**config.mk**
```make
export PLATFORM = sky130hd
export DESIGN_NAME = spi_frame_master
export DESIGN_NICKNAME = d
export VERILOG_FILES = /design/src/rtl/spi_fm_pkg.sv /design/src/rtl/spi_fm_tick.sv /design/src/rtl/spi_fm_seq.sv /design/src/rtl/spi_fm_shift.sv /design/src/rtl/spi_frame_master.sv
export SDC_FILE = /design/constraint.sdc
export NUM_CORES = 1
export LEC_CHECK = 0
export BUFFER_PORTS_ARGS = -buffer_cell sky130_fd_sc_hd__buf_4
export CORE_MARGIN = 8
export CORE_UTILIZATION = 49
export DETAILED_ROUTE_END_ITERATION = 7
export GPL_ROUTABILITY_DRIVEN = 0
export PLACE_DENSITY = 0.76
export SLEW_MARGIN = 0
export SYNTH_ARGS = -nofsm -noshare
export SYNTH_HDL_FRONTEND = slang
export SYNTH_SLANG_ARGS = --single-unit
```
**constraint.sdc**
```tcl
create_clock -name clk -period 2.44 [get_ports clk]
set_input_delay 0.122 -clock clk [delete_from_list [all_inputs] [get_ports clk]]
set_output_delay 0.122 -clock clk [all_outputs]
set_load 0.02 [all_outputs]
```
**src/rtl/spi_fm_pkg.sv**
```systemverilog
// Shared definitions for the phase-0 serial master.
// Assumes nothing beyond IEEE 1800-2017 enum support.
package spi_fm_pkg;

    // Sequencer phases of one framed transfer
    typedef enum logic [2:0] {
        ST_IDLE  = 3'd0,
        ST_LEAD  = 3'd1,
        ST_SHIFT = 3'd2,
        ST_LAG   = 3'd3,
        ST_GAP   = 3'd4
    } fm_state_t;

endpackage

```
**src/rtl/spi_fm_tick.sv**
```systemverilog
// Half-period tick generator.
// Emits a one-cycle tick every half_len system clocks while run is high,
// and restarts from zero whenever run is low. Assumes half_len >= 1.
module spi_fm_tick #(
    parameter int DIV_W = 8
) (
    input  logic             clk,
    input  logic             rst_n,
    input  logic             run,
    input  logic [DIV_W-1:0] half_len,
    output logic             tick
);

    logic [DIV_W-1:0] cnt_q;

    assign tick = run && (cnt_q == (half_len - 1'b1));

    // Count system clocks within the current half period
    always_ff @(posedge clk) begin
        if (!rst_n)
            cnt_q <= '0;
        else if (!run || tick)
            cnt_q <= '0;
        else
            cnt_q <= cnt_q + 1'b1;
    end

endmodule

```
**src/rtl/spi_fm_seq.sv**
```systemverilog
// Transfer sequencer: lead, shift, lag and gap phases.
// Latches the divider and delay settings on an accepted start. It drives
// select, the clock phase, the strobes for the data path, done and busy.
// Assumes tick comes from spi_fm_tick driven by this block's run/half_len.
module spi_fm_seq
    import spi_fm_pkg::*;
#(
    parameter int WORD_W = 8,
    parameter int DIV_W  = 8,
    parameter int DLY_W  = 4
) (
    input  logic             clk,
    input  logic             rst_n,
    input  logic             start,
    input  logic [DIV_W-1:0] div_cnt,
    input  logic [DLY_W-1:0] lead_dly,
    input  logic [DLY_W-1:0] lag_dly,
    input  logic [DLY_W-1:0] gap_dly,
    input  logic             tick,
    output logic             run,
    output logic [DIV_W-1:0] half_len,
    output logic             load,
    output logic             sample,
    output logic             shift,
    output logic             commit,
    output logic             ss_n,
    output logic             phase,
    output logic             done,
    output logic             busy
);

    localparam int EDGES  = 2 * WORD_W;
    localparam int EDGE_W = $clog2(EDGES) + 1;
    localparam int CNT_W  = (DLY_W + 1 > EDGE_W) ? DLY_W + 1 : EDGE_W;
    localparam logic [CNT_W-1:0] LAST_EDGE = CNT_W'(EDGES - 1);
    localparam logic [CNT_W-1:0] ONE       = CNT_W'(1);

    fm_state_t        state_q;
    logic [CNT_W-1:0] remain_q;
    logic [DLY_W-1:0] lag_q;
    logic [DLY_W-1:0] gap_q;
    logic [DIV_W-1:0] div_q;
    logic             ss_n_q;
    logic             phase_q;
    logic             done_q;
    logic             accept;

    // Number of half periods for a delay setting, with a floor of one period
    function automatic logic [CNT_W-1:0] halves(input logic [DLY_W-1:0] v);
        if (v == '0)
            return CNT_W'(2);
        else
            return CNT_W'({v, 1'b0});
    endfunction

    assign accept   = start && (state_q == ST_IDLE);
    assign run      = (state_q != ST_IDLE);
    assign busy     = run;
    assign half_len = div_q;
    assign load     = accept;
    assign ss_n     = ss_n_q;
    assign phase    = phase_q;
    assign done     = done_q;
    assign sample   = tick && (state_q == ST_SHIFT) && !phase_q;
    assign shift    = tick && (state_q == ST_SHIFT) && phase_q && (remain_q != LAST_EDGE);
    assign commit   = tick && (state_q == ST_LAG) && (remain_q == ONE);

    // Phase sequencing and the interval/edge counter
    always_ff @(posedge clk) begin
        if (!rst_n) begin
            state_q  <= ST_IDLE;
            remain_q <= '0;
            lag_q    <= '0;
            gap_q    <= '0;
            div_q    <= DIV_W'(1);
            ss_n_q   <= 1'b1;
            phase_q  <= 1'b0;
        end else begin
            case (state_q)
                ST_IDLE: begin
                    if (accept) begin
                        state_q  <= ST_LEAD;
                        remain_q <= halves(lead_dly) - ONE;
                        lag_q    <= lag_dly;
                        gap_q    <= gap_dly;
                        div_q    <= (div_cnt == '0) ? DIV_W'(1) : div_cnt;
                        ss_n_q   <= 1'b0;
                        phase_q  <= 1'b0;
                    end
                end
                ST_LEAD: begin
                    if (tick) begin
                        if (remain_q == ONE) begin
                            state_q  <= ST_SHIFT;
                            remain_q <= '0;
                        end else begin
                            remain_q <= remain_q - ONE;
                        end
                    end
                end
                ST_SHIFT: begin
                    if (tick) begin
                        phase_q <= ~phase_q;
                        if (remain_q == LAST_EDGE) begin
                            state_q  <= ST_LAG;
                            remain_q <= halves(lag_q);
                        end else begin
                            remain_q <= remain_q + ONE;
                        end
                    end
                end
                ST_LAG: begin
                    if (tick) begin
                        if (remain_q == ONE) begin
                            state_q  <= ST_GAP;
                            remain_q <= halves(gap_q);
                            ss_n_q   <= 1'b1;
                        end else begin
                            remain_q <= remain_q - ONE;
                        end
                    end
                end
                ST_GAP: begin
                    if (tick) begin
                        if (remain_q == ONE)
                            state_q <= ST_IDLE;
                        else
                            remain_q <= remain_q - ONE;
                    end
                end
                default: state_q <= ST_IDLE;
            endcase
        end
    end

    // One-cycle completion strobe aligned with select negation
    always_ff @(posedge clk) begin
        if (!rst_n)
            done_q <= 1'b0;
        else
            done_q <= commit;
    end

endmodule

```
**src/rtl/spi_fm_shift.sv**
```systemverilog
// Transmit and receive shift registers.
// Loads the transmit word on load, shifts it MSB first on shift, captures
// miso on sample, and publishes the received word on commit.
// Assumes strobes come from spi_fm_seq; mosi is forced low when deselected.
module spi_fm_shift #(
    parameter int WORD_W = 8
) (
    input  logic              clk,
    input  logic              rst_n,
    input  logic              load,
    input  logic [WORD_W-1:0] tx_word,
    input  logic              shift,
    input  logic              sample,
    input  logic              commit,
    input  logic              ss_n,
    input  logic              miso,
    output logic              mosi,
    output logic [WORD_W-1:0] rx_word
);

    logic [WORD_W-1:0] tx_sr;
    logic [WORD_W-1:0] rx_sr;
    logic [WORD_W-1:0] rx_q;

    assign mosi    = !ss_n && tx_sr[WORD_W-1];
    assign rx_word = rx_q;

    // Transmit register: load on accept, move toward MSB on trailing edges
    always_ff @(posedge clk) begin
        if (!rst_n)
            tx_sr <= '0;
        else if (load)
            tx_sr <= tx_word;
        else if (shift)
            tx_sr <= {tx_sr[WORD_W-2:0], 1'b0};
    end

    // Receive register: take miso on leading edges
    always_ff @(posedge clk) begin
        if (!rst_n)
            rx_sr <= '0;
        else if (sample)
            rx_sr <= {rx_sr[WORD_W-2:0], miso};
    end

    // Published receive word, updated at select negation
    always_ff @(posedge clk) begin
        if (!rst_n)
            rx_q <= '0;
        else if (commit)
            rx_q <= rx_sr;
    end

endmodule

```
**src/rtl/spi_frame_master.sv**
```systemverilog
// Phase-0 serial master with programmable lead, lag and gap intervals.
// Connects the sequencer, half-period tick generator and shift registers.
// Assumes cpol is held steady while busy.
module spi_frame_master #(
    parameter int WORD_W = 8,
    parameter int DIV_W  = 8,
    parameter int DLY_W  = 4
) (
    input  logic              clk,
    input  logic              rst_n,
    input  logic              start,
    input  logic [WORD_W-1:0] tx_word,
    input  logic              cpol,
    input  logic [DIV_W-1:0]  div_cnt,
    input  logic [DLY_W-1:0]  lead_dly,
    input  logic [DLY_W-1:0]  lag_dly,
    input  logic [DLY_W-1:0]  gap_dly,
    input  logic              miso,
    output logic              sclk,
    output logic              ss_n,
    output logic              mosi,
    output logic [WORD_W-1:0] rx_word,
    output logic              done,
    output logic              busy
);

    logic             run;
    logic             tick;
    logic [DIV_W-1:0] half_len;
    logic             load;
    logic             sample;
    logic             shift;
    logic             commit;
    logic             phase;

    assign sclk = cpol ^ phase;

    spi_fm_tick #(.DIV_W(DIV_W)) u_tick (
        .clk      (clk),
        .rst_n    (rst_n),
        .run      (run),
        .half_len (half_len),
        .tick     (tick)
    );

    spi_fm_seq #(.WORD_W(WORD_W), .DIV_W(DIV_W), .DLY_W(DLY_W)) u_seq (
        .clk      (clk),
        .rst_n    (rst_n),
        .start    (start),
        .div_cnt  (div_cnt),
        .lead_dly (lead_dly),
        .lag_dly  (lag_dly),
        .gap_dly  (gap_dly),
        .tick     (tick),
        .run      (run),
        .half_len (half_len),
        .load     (load),
        .sample   (sample),
        .shift    (shift),
        .commit   (commit),
        .ss_n     (ss_n),
        .phase    (phase),
        .done     (done),
        .busy     (busy)
    );

    spi_fm_shift #(.WORD_W(WORD_W)) u_shift (
        .clk     (clk),
        .rst_n   (rst_n),
        .load    (load),
        .tx_word (tx_word),
        .shift   (shift),
        .sample  (sample),
        .commit  (commit),
        .ss_n    (ss_n),
        .miso    (miso),
        .mosi    (mosi),
        .rx_word (rx_word)
    );

endmodule

```
## Word-level counts from Yosys, hierarchy flattened

Index checks and enable logic that the tools add are counted.

| word-level totals | value |
|---|---|
| output and inout port bits | 13 |
| word-level logic and storage cells | 102 |
| input port bits | 33 |
| register bits after elaboration | 59 |

| operators by class | value |
|---|---|
| bitwise gates (word level) | 3 |
| reductions and logical operators | 29 |
| eq/ne operators | 18 |
| add/sub/neg operators | 5 |
| mux-type cells | 35 |

Operators with widths:

| kind | count |
|---|---|
| $mux 5 | 15 |
| $mux 3 | 9 |
| $pmux 5 s5 | 1 |
| $mux 8 | 3 |
| $pmux 3 s5 | 1 |
| $logic_not 4->1 | 3 |
| $ne 2x1->1 const B | 6 |
| $sub 5x1->5 const B | 2 |
| $logic_and 1x1->1 | 9 |
| $reduce_and 9->1 | 1 |
| $add 8x1->8 const B | 1 |
| $eq 8x8->1 | 1 |
| $logic_not 8->1 | 1 |
| $ne 2x2->1 const B | 4 |
| $sub 8x1->8 const B | 1 |
| $reduce_and 7->1 | 1 |
| $eq 3x2->1 const B | 2 |
| $reduce_bool 2->1 | 3 |
| $add 5x1->5 const B | 1 |
| $eq 5x1->1 const B | 1 |
| $eq 5x4->1 const B | 1 |
| $ne 5x4->1 const B | 1 |
| $reduce_bool 5->1 | 1 |
| $mux 1 | 4 |
| other kinds (13) | 17 |

## Logic depth before layout (Yosys ltp)

Gate-level depths: netlist (run 1).

| logic depth | value |
|---|---|
| depth after elaboration | 8 |
| gate-level depth with buffers | 9 |
| mapped depth without buffers | 8 |

## By module

From an unflattened synthesis (run 1), not the netlist that was laid out.

| unflattened totals | value |
|---|---|
| cell total of the unflattened synthesis | 368 |
| area, all modules | 3200.6 um^2 |

Modules (own cells, without submodules):

| module | cells each | area an instance (um^2) | sequential area each (um^2) | instances |
|---|---|---|---|---|
| spi_fm_seq | 212 | 1564.0 | 540.5 | 1 |
| spi_fm_shift | 87 | 1019.7 | 480.5 | 1 |
| spi_fm_tick | 68 | 608.1 | 160.2 | 1 |
| spi_frame_master | 1 | 8.8 | 0.0 | 1 |

## Least setup slack after synthesis (run 1)

Ideal clock, no wire load.

| timing path | value |
|---|---|
| kind | reg-to-reg |
| start point | register u_seq.div_q[0] (netlist: u_seq.half_len[0]) |
| end point | register u_shift.rx_q[6] (netlist: u_shift.rx_word[6]) |
| path slack | 193 ps |
| period minus slack after synthesis | 2247 ps |
| stages on the path, launching flop included | 10 |
| data arrival time | 2173 ps |
| path buffers | 1 |
| library setup time | 74 ps |
| cell sequence | dfxtp_1 -> inv_1 -> ha_1 -> xnor2_1 -> a211oi_1 -> nand4_1 -> nor4_4 -> buf_4 -> nand3_1 -> o21ai_0 |

| between the ends | value |
|---|---|
| longest elaborated chain between the ends | 5 |

Ends and longest elaborated chain:

| element | line | text |
|---|---|---|
| from (decl) | spi_fm_seq.sv:42 | `logic [DIV_W-1:0] div_q;` |
| from (signal assigned) | spi_fm_seq.sv:86 | `div_q <= (div_cnt == '0) ? DIV_W'(1) : div_cnt;` |
| $sub 8x1->8 | spi_fm_tick.sv:16 | `assign tick = run && (cnt_q == (half_len - 1'b1));` |
| $eq 8x8->1 | spi_fm_tick.sv:16 |  |
| $logic_and 1x1->1 | spi_fm_tick.sv:16 |  |
| $logic_and 1x1->1 (2 in series) | spi_fm_seq.sv:66 | `assign commit = tick && (state_q == ST_LAG) && (remain_q == ONE);` |
| to (signal assigned) | spi_fm_shift.sv:51 | `rx_q <= rx_sr;` |
| to (decl) | spi_fm_shift.sv:23 | `logic [WORD_W-1:0] rx_q;` |

Every way passes these cells.
A chain may end at the register's enable or synchronous reset.

## Worst setup path after layout (run 1)

| timing path | value |
|---|---|
| start point | register u_seq.div_q[0] (netlist: u_seq.half_len[0]) |
| end point | register u_shift.rx_sr[7] |

| between the ends | value |
|---|---|
| longest elaborated chain between the ends | 5 |

Ends and longest elaborated chain:

| element | line | text |
|---|---|---|
| $sub 8x1->8 | spi_fm_tick.sv:16 |  |
| $eq 8x8->1 | spi_fm_tick.sv:16 |  |
| $logic_and 1x1->1 | spi_fm_tick.sv:16 |  |
| $logic_and 1x1->1 (2 in series) | spi_fm_seq.sv:64 | `assign sample = tick && (state_q == ST_SHIFT) && !phase_q;` |
| to (signal assigned) | spi_fm_shift.sv:43 | `rx_sr <= {rx_sr[WORD_W-2:0], miso};` |
| to (decl) | spi_fm_shift.sv:22 | `logic [WORD_W-1:0] rx_sr;` |

Every way passes these cells.

==> results.py, run 1 <==
metrics = {
    "critical_path": {
        "worstRegToRegCells": 10,
        "timing.critical_path.from_type": "flip-flop",
        "worst_setup_path_type": "reg -> reg",
        "worstPathCellList": "inv_1, ha_1, nor3b_1, xnor2_1, nand4_1, buf_4, nor3_4, and3b_1, buf_12, mux2i_1",
        "cpPeakStageDelay_ps": 350,
        "timing.critical_path.required_ps": 2700,
        "arrival_time_of_the_worst_setup_path_ps": 2530,
        "critical_path.slowest_cell": "sky130_fd_sc_hd__dfxtp_2",
        "kind_of_end_point_of_the_critical_path": "flip-flop",
        "max_fanout_on_critical_path": 9,
    },
    "timing": {
        "max_freq_mhz": 439,
        "final.setup_skew_ps": 12.0,
        "unrepaired_setup_endpoints_after_global_routing": "false",
        "post-route-worst-setup-slack_ps": 163,
        "finalSetupViolations": 0,
        "finalWorstPathRequiredPeriod_ps": 2280,
        "worstMarginPinSlew_ps": 550,
        "timing.final.crit_share": 0.933,
        "relSlewSlack": 0.631,
        "timing.final.hold_violations": 0,
        "setup_total_negative_slack_ps": 0,
        "final-max-slew-violation-count": 0,
    },
    "floorplanning": {
        "io_pins": 46,
        "fp.coreArea_um2": 6310,
        "fp.dieW_um": 96.5,
        "core.rowCount": 29,
        "floorplan.die.height_um": 96.5,
        "dieArea_um2": 9320,
        "initial_standard_cell_utilization_of_the_core": 0.503,
    },
    "run": {
        "drv_cap": 0,
    },
    "clocking": {
        "cts_sinks": 59,
        "clock_tree.buffer_depth": 2,
        "tritoncts.num_buffers": 9,
        "post_cts_buffers": 0,
        "worst_skew_pair.late_latency_ps": 340,
        "htree_levels": 3,
        "path_clk_slew_ps": 70,
        "cts_tree": "built",
        "clockRootBuffer": "sky130_fd_sc_hd__clkbuf_8",
    },
    "grt": {
        "grt_pass1_wl_mm": 12.3,
        "grt_start_max_net_pins": 44,
        "use_met3": 0.0355,
        "initial_antenna_violation_count": 0,
        "gr_layer_usage_met2": 0.266,
        "via_count_of_the_first_global_routing_pass": 2690,
        "met1_usage": 0.213,
        "grt_most_used_layer": "met2",
        "grt_overflow": 0,
        "grt.total_usage": 0.167,
    },
    "detailed_routing": {
        "vias": 2880,
        "drt.antenna.violating_nets": 0,
        "detail_route.vias_per_cell": 5.64,
        "drt_iter0_drc": 223,
        "post_drt_wl_per_cell_um": 14.6,
        "post_route_drc": 0,
        "first_pass_iters": 4,
        "routed_wl_mm": 7.44,
    },
    "placed_design": {
        "placedInstanceArea_um2": 3590,
        "place.detailed.hpwl_mm": 5.34,
        "io_buffer_count": 45,
        "placed_cells": 495,
        "place_ws_ps": 124,
    },
    "power_and_ir_drop": {
        "power.ir.vdd_worst_mv": 0.409,
        "p_per_area_nw_per_um2": 681,
        "leakage_uw": 0.00153,
    },
    "synthesis": {
        "yosysSeqAreaShare": 0.372,
        "mappedNetlistArea_um2": 3180,
        "postSynthRegisterBits": 59,
        "yosysWarnings": 0,
        "yosys_most_used_dff": "sky130_fd_sc_hd__dfxtp_1",
        "ys_async_sr_fraction": 0,
        "avgSynthCellArea_um2": 8.21,
        "syn_inst": 387,
        "synthesis.nets": 426,
        "edff_count_synth": 0,
        "post_synth_num_cell_types": 58,
    },
    "layout": {
        "fraction_of_layout_instances_using_a_drive_strength_above_1": 0.207,
        "fin_area_um2": 3810,
        "post-route-util": 0.603,
        "post_layout_nonfiller_instances": 511,
        "flow.area_growth_from_synthesis_pct": 19.9,
        "diodes": 0,
        "finish.net_count": 468,
    },
    "run_status": {
        "outcome": "completed",
    },
    "hold_path": {
        "whs_path_depth": 3,
        "worstHoldPathType": "in -> reg",
    },
}
==> timing repair <==
action | 4_1_cts | 5_1_grt
hold buffers | 0 | 0
endpoints found under the hold margin | 0 | 0
endpoints found under the setup margin | 0 | 10
gates resized for setup | 0 | 3
==> per-stage QoR <==
step | power (µW) | hold slack (ps)
2_1_floorplan | 1490 | 258
3_3_place_gp | 1640 | 354
3_5_place_dp | 1650 | 360
4_1_cts | 2610 | 1.26
5_1_grt | 2720 | 37.6
6_report | 2590 | 12.6
==> area by class of cell <==
type / count / area [µm²]
Clock buffer: 9 / 124
Clock inverter: 7 / 91.3
Fill cell: 572 / 2510
Inverter: 9 / 33.8
Multi-Input combinational cell: 295 / 1850
Sequential cell: 59 / 1180
Tap cell: 77 / 96.3
Timing Repair Buffer: 55 / 429
==> cells by family after synthesis <==
| group | share of synthesized area |
|---|---|
| multiplexers | 0.0445 |
| AND/OR/NAND/NOR | 0.276 |
| XOR/XNOR | 0.0733 |
| flip-flops | 0.372 |
| adder cells (fa/ha/maj) | 0.0236 |
| AO/OA/AOI/OAI | 0.164 |
| buffers and inverters | 0.0461 |
==> synth_stat cells (6+ instances only) <==
master | count | share of area
sky130_fd_sc_hd__a211oi_1 | 9 | 0.021
sky130_fd_sc_hd__mux2i_1 | 13 | 0.041
sky130_fd_sc_hd__clkbuf_1 | 17 | 0.020
sky130_fd_sc_hd__o21ai_0 | 30 | 0.047
sky130_fd_sc_hd__a21oi_1 | 24 | 0.038
sky130_fd_sc_hd__dfxtp_1 | 59 | 0.37
sky130_fd_sc_hd__ha_1 | 6 | 0.024
sky130_fd_sc_hd__and2_1 | 7 | 0.014
sky130_fd_sc_hd__nor3_1 | 17 | 0.027
sky130_fd_sc_hd__nand2_1 | 62 | 0.073
sky130_fd_sc_hd__xor2_1 | 14 | 0.039
sky130_fd_sc_hd__nor2_1 | 26 | 0.031
sky130_fd_sc_hd__xnor2_1 | 10 | 0.028
sky130_fd_sc_hd__nand3_1 | 17 | 0.027
sky130_fd_sc_hd__inv_1 | 9 | 0.011
==> worst paths after layout <==
check | from | endpoint | slack [ps]
min | tx_word[0] | u_shift.tx_sr[0]$_SDFFE_PN0P_ | 10
max reg2reg | u_seq.half_len[0]$_SDFFE_PN1P_ | u_shift.rx_sr[7]$_SDFFE_PN0P_ | 160
min reg2reg | u_shift.rx_word[0]$_SDFFE_PN0P_ | u_shift.rx_word[0]$_SDFFE_PN0P_ | 460
max | u_seq.half_len[0]$_SDFFE_PN1P_ | u_shift.rx_sr[7]$_SDFFE_PN0P_ | 160
==> flip-flops by register name, indices dropped and copies added, names as in the netlist, 3 cells and up <==
register	count
u_shift.rx_word	8
u_shift.tx_sr	8
u_shift.rx_sr	8
u_tick.cnt_q	8
u_seq.state_q	3
u_seq.gap_q	4
u_seq.half_len	8
u_seq.remain_q	5
u_seq.lag_q	4
==> critical path: cells and delay by family, from the launching register on <==
family        cells  cell delay, ps
fa+ha+maj         1             260
flops             1             350
simple gates      4             820
buf+inv           3             390
xor+xnor          1             160
mux               1             200
==> where the power goes <==
group | switching [µW] | leakage, µW | total [µW] | internal, µW
Clock | 388 | 0.000109 | 960 | 572
Combinational | 288 | 0.000943 | 534 | 245
Sequential | 80.7 | 0.000481 | 1100 | 1020
==> routing by layer <==
layer	vias up	share of wire	wire length (µm)
met5	-	0	0
met4	0	0.016	122
met3	12	0.049	361
met2	68	0.47	3520
met1	1361	0.46	3430
li1	1439	-	-
==> layout by cell type, fill, tap and decap left out, types with 4 or more instances in the layout <==
| master | Yosys | routed |
|---|---|---|
| sky130_fd_sc_hd__a211oi_1 | 9 | 9 |
| sky130_fd_sc_hd__a21oi_1 | 24 | 24 |
| sky130_fd_sc_hd__and2_1 | 7 | 7 |
| sky130_fd_sc_hd__buf_4 | 1 | 53 |
| sky130_fd_sc_hd__clkbuf_8 | 0 | 9 |
| sky130_fd_sc_hd__dfxtp_1 | 59 | 57 |
| sky130_fd_sc_hd__ha_1 | 6 | 6 |
| sky130_fd_sc_hd__inv_1 | 9 | 9 |
| sky130_fd_sc_hd__mux2i_1 | 13 | 13 |
| sky130_fd_sc_hd__nand2_1 | 62 | 62 |
| sky130_fd_sc_hd__nand3_1 | 17 | 17 |
| sky130_fd_sc_hd__nor2_1 | 26 | 26 |
| sky130_fd_sc_hd__nor2b_1 | 4 | 4 |
| sky130_fd_sc_hd__nor3_1 | 17 | 17 |
| sky130_fd_sc_hd__o21ai_0 | 30 | 30 |
| sky130_fd_sc_hd__or2_2 | 4 | 4 |
| sky130_fd_sc_hd__xnor2_1 | 10 | 10 |
| sky130_fd_sc_hd__xor2_1 | 14 | 14 |
(Power assumes the default switching activity.)
==> run 2, diff against run 1 <==
Settings changed: BUFFER_PORTS_ARGS -buffer_cell sky130_fd_sc_hd__buf_4 to -buffer_cell sky130_fd_sc_hd__buf_2.
==> results.py, run 2 (synthesized netlist as in run 1, its figures left out) <==
metrics = {
    "grt": {
        "initial_antenna_violation_count": 0,
        "via_count_of_the_first_global_routing_pass": 2628,
        "grt_overflow": 0,
        "grt.total_usage": 0.166,
        "grt_start_max_net_pins": 43,
        "grt_pass1_wl_mm": 12.1,
    },
    "timing": {
        "worstMarginPinSlew_ps": 493,
        "timing.final.crit_share": 0.921,
        "relSlewSlack": 0.671,
        "max_freq_mhz": 445,
        "timing.final.hold_violations": 0,
        "hold-worst-slack_ps": 25.3,
        "finalSetupViolations": 0,
        "finalWorstPathRequiredPeriod_ps": 2250,
        "final-max-slew-violation-count": 0,
        "post-route-worst-setup-slack_ps": 192,
        "unrepaired_setup_endpoints_after_global_routing": "false",
        "final.setup_skew_ps": 8.74,
    },
    "layout": {
        "final-seq-area_um2": 1180,
        "finish.net_count": 473,
        "flow.area_growth_from_synthesis_pct": 16.7,
        "layout_commonest_cell": "sky130_fd_sc_hd__nand2_1",
        "n_fill_cell": 569,
        "diodes": 0,
        "most-common-layout-cells": "sky130_fd_sc_hd__nand2_1 (62), sky130_fd_sc_hd__dfxtp_1 (58), sky130_fd_sc_hd__buf_2 (45), sky130_fd_sc_hd__o21ai_0 (30), sky130_fd_sc_hd__nor2_1 (26)",
        "multi_input_area_um2": 1850,
        "post-route-util": 0.587,
        "fraction_of_layout_instances_using_a_drive_strength_above_1": 0.216,
    },
    "power_and_ir_drop": {
        "p_per_area_nw_per_um2": 685,
        "power.ir.vdd_worst_mv": 0.391,
        "leakage_uw": 0.00152,
        "totalPowerFinal_uw": 2540,
    },
    "detailed_routing": {
        "post_drt_wl_per_cell_um": 14.4,
        "post_route_drc": 0,
        "routed_wl_mm": 7.46,
        "drt_iter0_drc": 217,
        "detail_route.vias_per_cell": 5.57,
        "first_pass_iters": 5,
        "vias": 2874,
        "drt.antenna.violating_nets": 0,
    },
    "critical_path": {
        "worstRegToRegCells": 10,
        "timing.critical_path.from_type": "flip-flop",
        "r2r_setup_slack_ps": 190,
        "timing.rr.end": "u_shift.rx_sr[7]$_SDFFE_PN0P_",
        "worst_setup_path_type": "reg -> reg",
        "arrival_time_of_the_worst_setup_path_ps": 2510,
        "timing.critical_path.required_ps": 2710,
        "critical_path.slowest_cell": "sky130_fd_sc_hd__dfxtp_2",
        "critical-path-top-delay-family": "simple AND/OR/NAND/NOR gates",
        "worstPathCellList": "inv_1, ha_1, xnor2_1, a211oi_1, nand4_1, buf_4, nor3_4, and3b_1, buf_4, mux2i_1",
        "cpPeakStageDelay_ps": 370,
        "startpoint": "u_seq.half_len[0]$_SDFFE_PN1P_",
        "critPathBufInv": 3,
        "max_fanout_on_critical_path": 9,
        "kind_of_end_point_of_the_critical_path": "flip-flop",
        "cp_common_cell": "sky130_fd_sc_hd__buf_4",
        "r2r-start": "u_seq.half_len[0]$_SDFFE_PN1P_",
    },
    "hold_path": {
        "worstHoldPathType": "in -> reg",
        "whs_path_depth": 3,
        "worst_hold_startpoint": "lag_dly[3]",
        "hold-path-endpoint": "u_seq.lag_q[3]$_SDFFE_PN0P_",
    },
    "clocking": {
        "cts_sinks": 59,
        "worst_skew_pair.late_latency_ps": 340,
        "cts_tree": "built",
        "tritoncts.num_buffers": 9,
        "clockRootBuffer": "sky130_fd_sc_hd__clkbuf_8",
        "htree_levels": 3,
        "clock_tree.buffer_depth": 2,
        "path_clk_slew_ps": 70,
    },
    "floorplanning": {
        "fp.coreArea_um2": 6310,
        "fp.dieW_um": 96.5,
        "core.rowCount": 29,
        "initial_standard_cell_utilization_of_the_core": 0.503,
        "io_pins": 46,
        "dieArea_um2": 9320,
        "floorplan.die.height_um": 96.5,
    },
    "run": {
        "drv_cap": 0,
    },
    "placed_design": {
        "place_ws_ps": -53.6,
        "place.detailed.hpwl_mm": 5.36,
        "io_buffer_count": 45,
    },
    "run_status": {
        "outcome": "completed",
    },
}
[run 2: cell count changes in the layout (fill, tap and decap cells not counted), sizes merged]
| cell | previous run | this run |
|---|---|---|
| buf | 55 | 60 |
| bufinv | 2 | 1 |
| clkbuf | 9 | 10 |
| clkinv | 3 | 4 |
| inv | 10 | 9 |
[run 2: how the worst max path moves through the flow]
| stage | endpoint | slack (ps) | cells past startpoint |
|---|---|---|---|
| after global routing | u_shift.rx_sr[7]$_SDFFE_PN0P_ | 3 | 10 |
| final | u_shift.rx_sr[7]$_SDFFE_PN0P_ | 190 | 10 |
| after detailed placement | u_shift.rx_sr[3]$_SDFFE_PN0P_ | -50 | 9 |
| after global placement | u_shift.rx_sr[3]$_SDFFE_PN0P_ | 70 | 9 |
| after CTS | u_shift.rx_sr[7]$_SDFFE_PN0P_ | 120 | 10 |
| after floorplan | u_shift.rx_word[6]$_SDFFE_PN0P_ | 190 | 9 |
[run 2: routing by layer]
metal / global-route usage / share of wire / up-vias
met2: 0.249 / 0.44 / 76
met1: 0.219 / 0.49 / 1326
met4: 0.0895 / 0.032 / 0
met3: 0.0348 / 0.040 / 17
met5: 0 / 0 / -
li1: - / - / 1455
[run 2: cell type report]
class	count	area share
sequential	59	0.319
timing repair buffer	60	0.0911
multi-input combinational	295	0.500
tap	77	0.0260
inverter	9	0.00911
clock inverter	6	0.0175
clock buffer	10	0.0371
[run 2: metrics by stage]
stage                     instances  TNS (ps)  instance area (µm²)
after floorplan                 387         0                 3180
after global placement          498         0                 3480
final                           516         0                 3710
after CTS                       515         0                 3690
after detailed placement        498      -286                 3480
after global routing            516         0                 3710
[run 2: worst reg2reg max path, delay by kind of cell (launching register included)]
| kind | cells | cell delay, ps |
|---|---|---|
| AOI/OAI and AO/OA | 1 | 210 |
| xor gates and xnor gates | 1 | 130 |
| adders and majority gates | 1 | 300 |
| buffers and inverters | 3 | 450 |
| DFF | 1 | 370 |
| muxes | 1 | 200 |
| and+or+nand+nor | 3 | 520 |
[run 2: report_power, final]
| group | leakage (µW) | internal [µW] | total [µW] | switching, µW |
|---|---|---|---|---|
| clock | 0.000102 | 499 | 900 | 401 |
| sequential | 0.000481 | 1020 | 1100 | 80.3 |
| combinational | 0.000940 | 243 | 540 | 297 |
| total | 0.00152 | 1760 | 2540 | 778 |
[run 2: repair_timing]
| action | CTS | global route |
|---|---|---|
| resized for setup | 0 | 2 |
| hold buffers | 0 | 0 |
| endpoints found under the setup margin | 8 | 12 |
| buffers inserted | 1 | 1 |
| pin swaps | 1 | 1 |
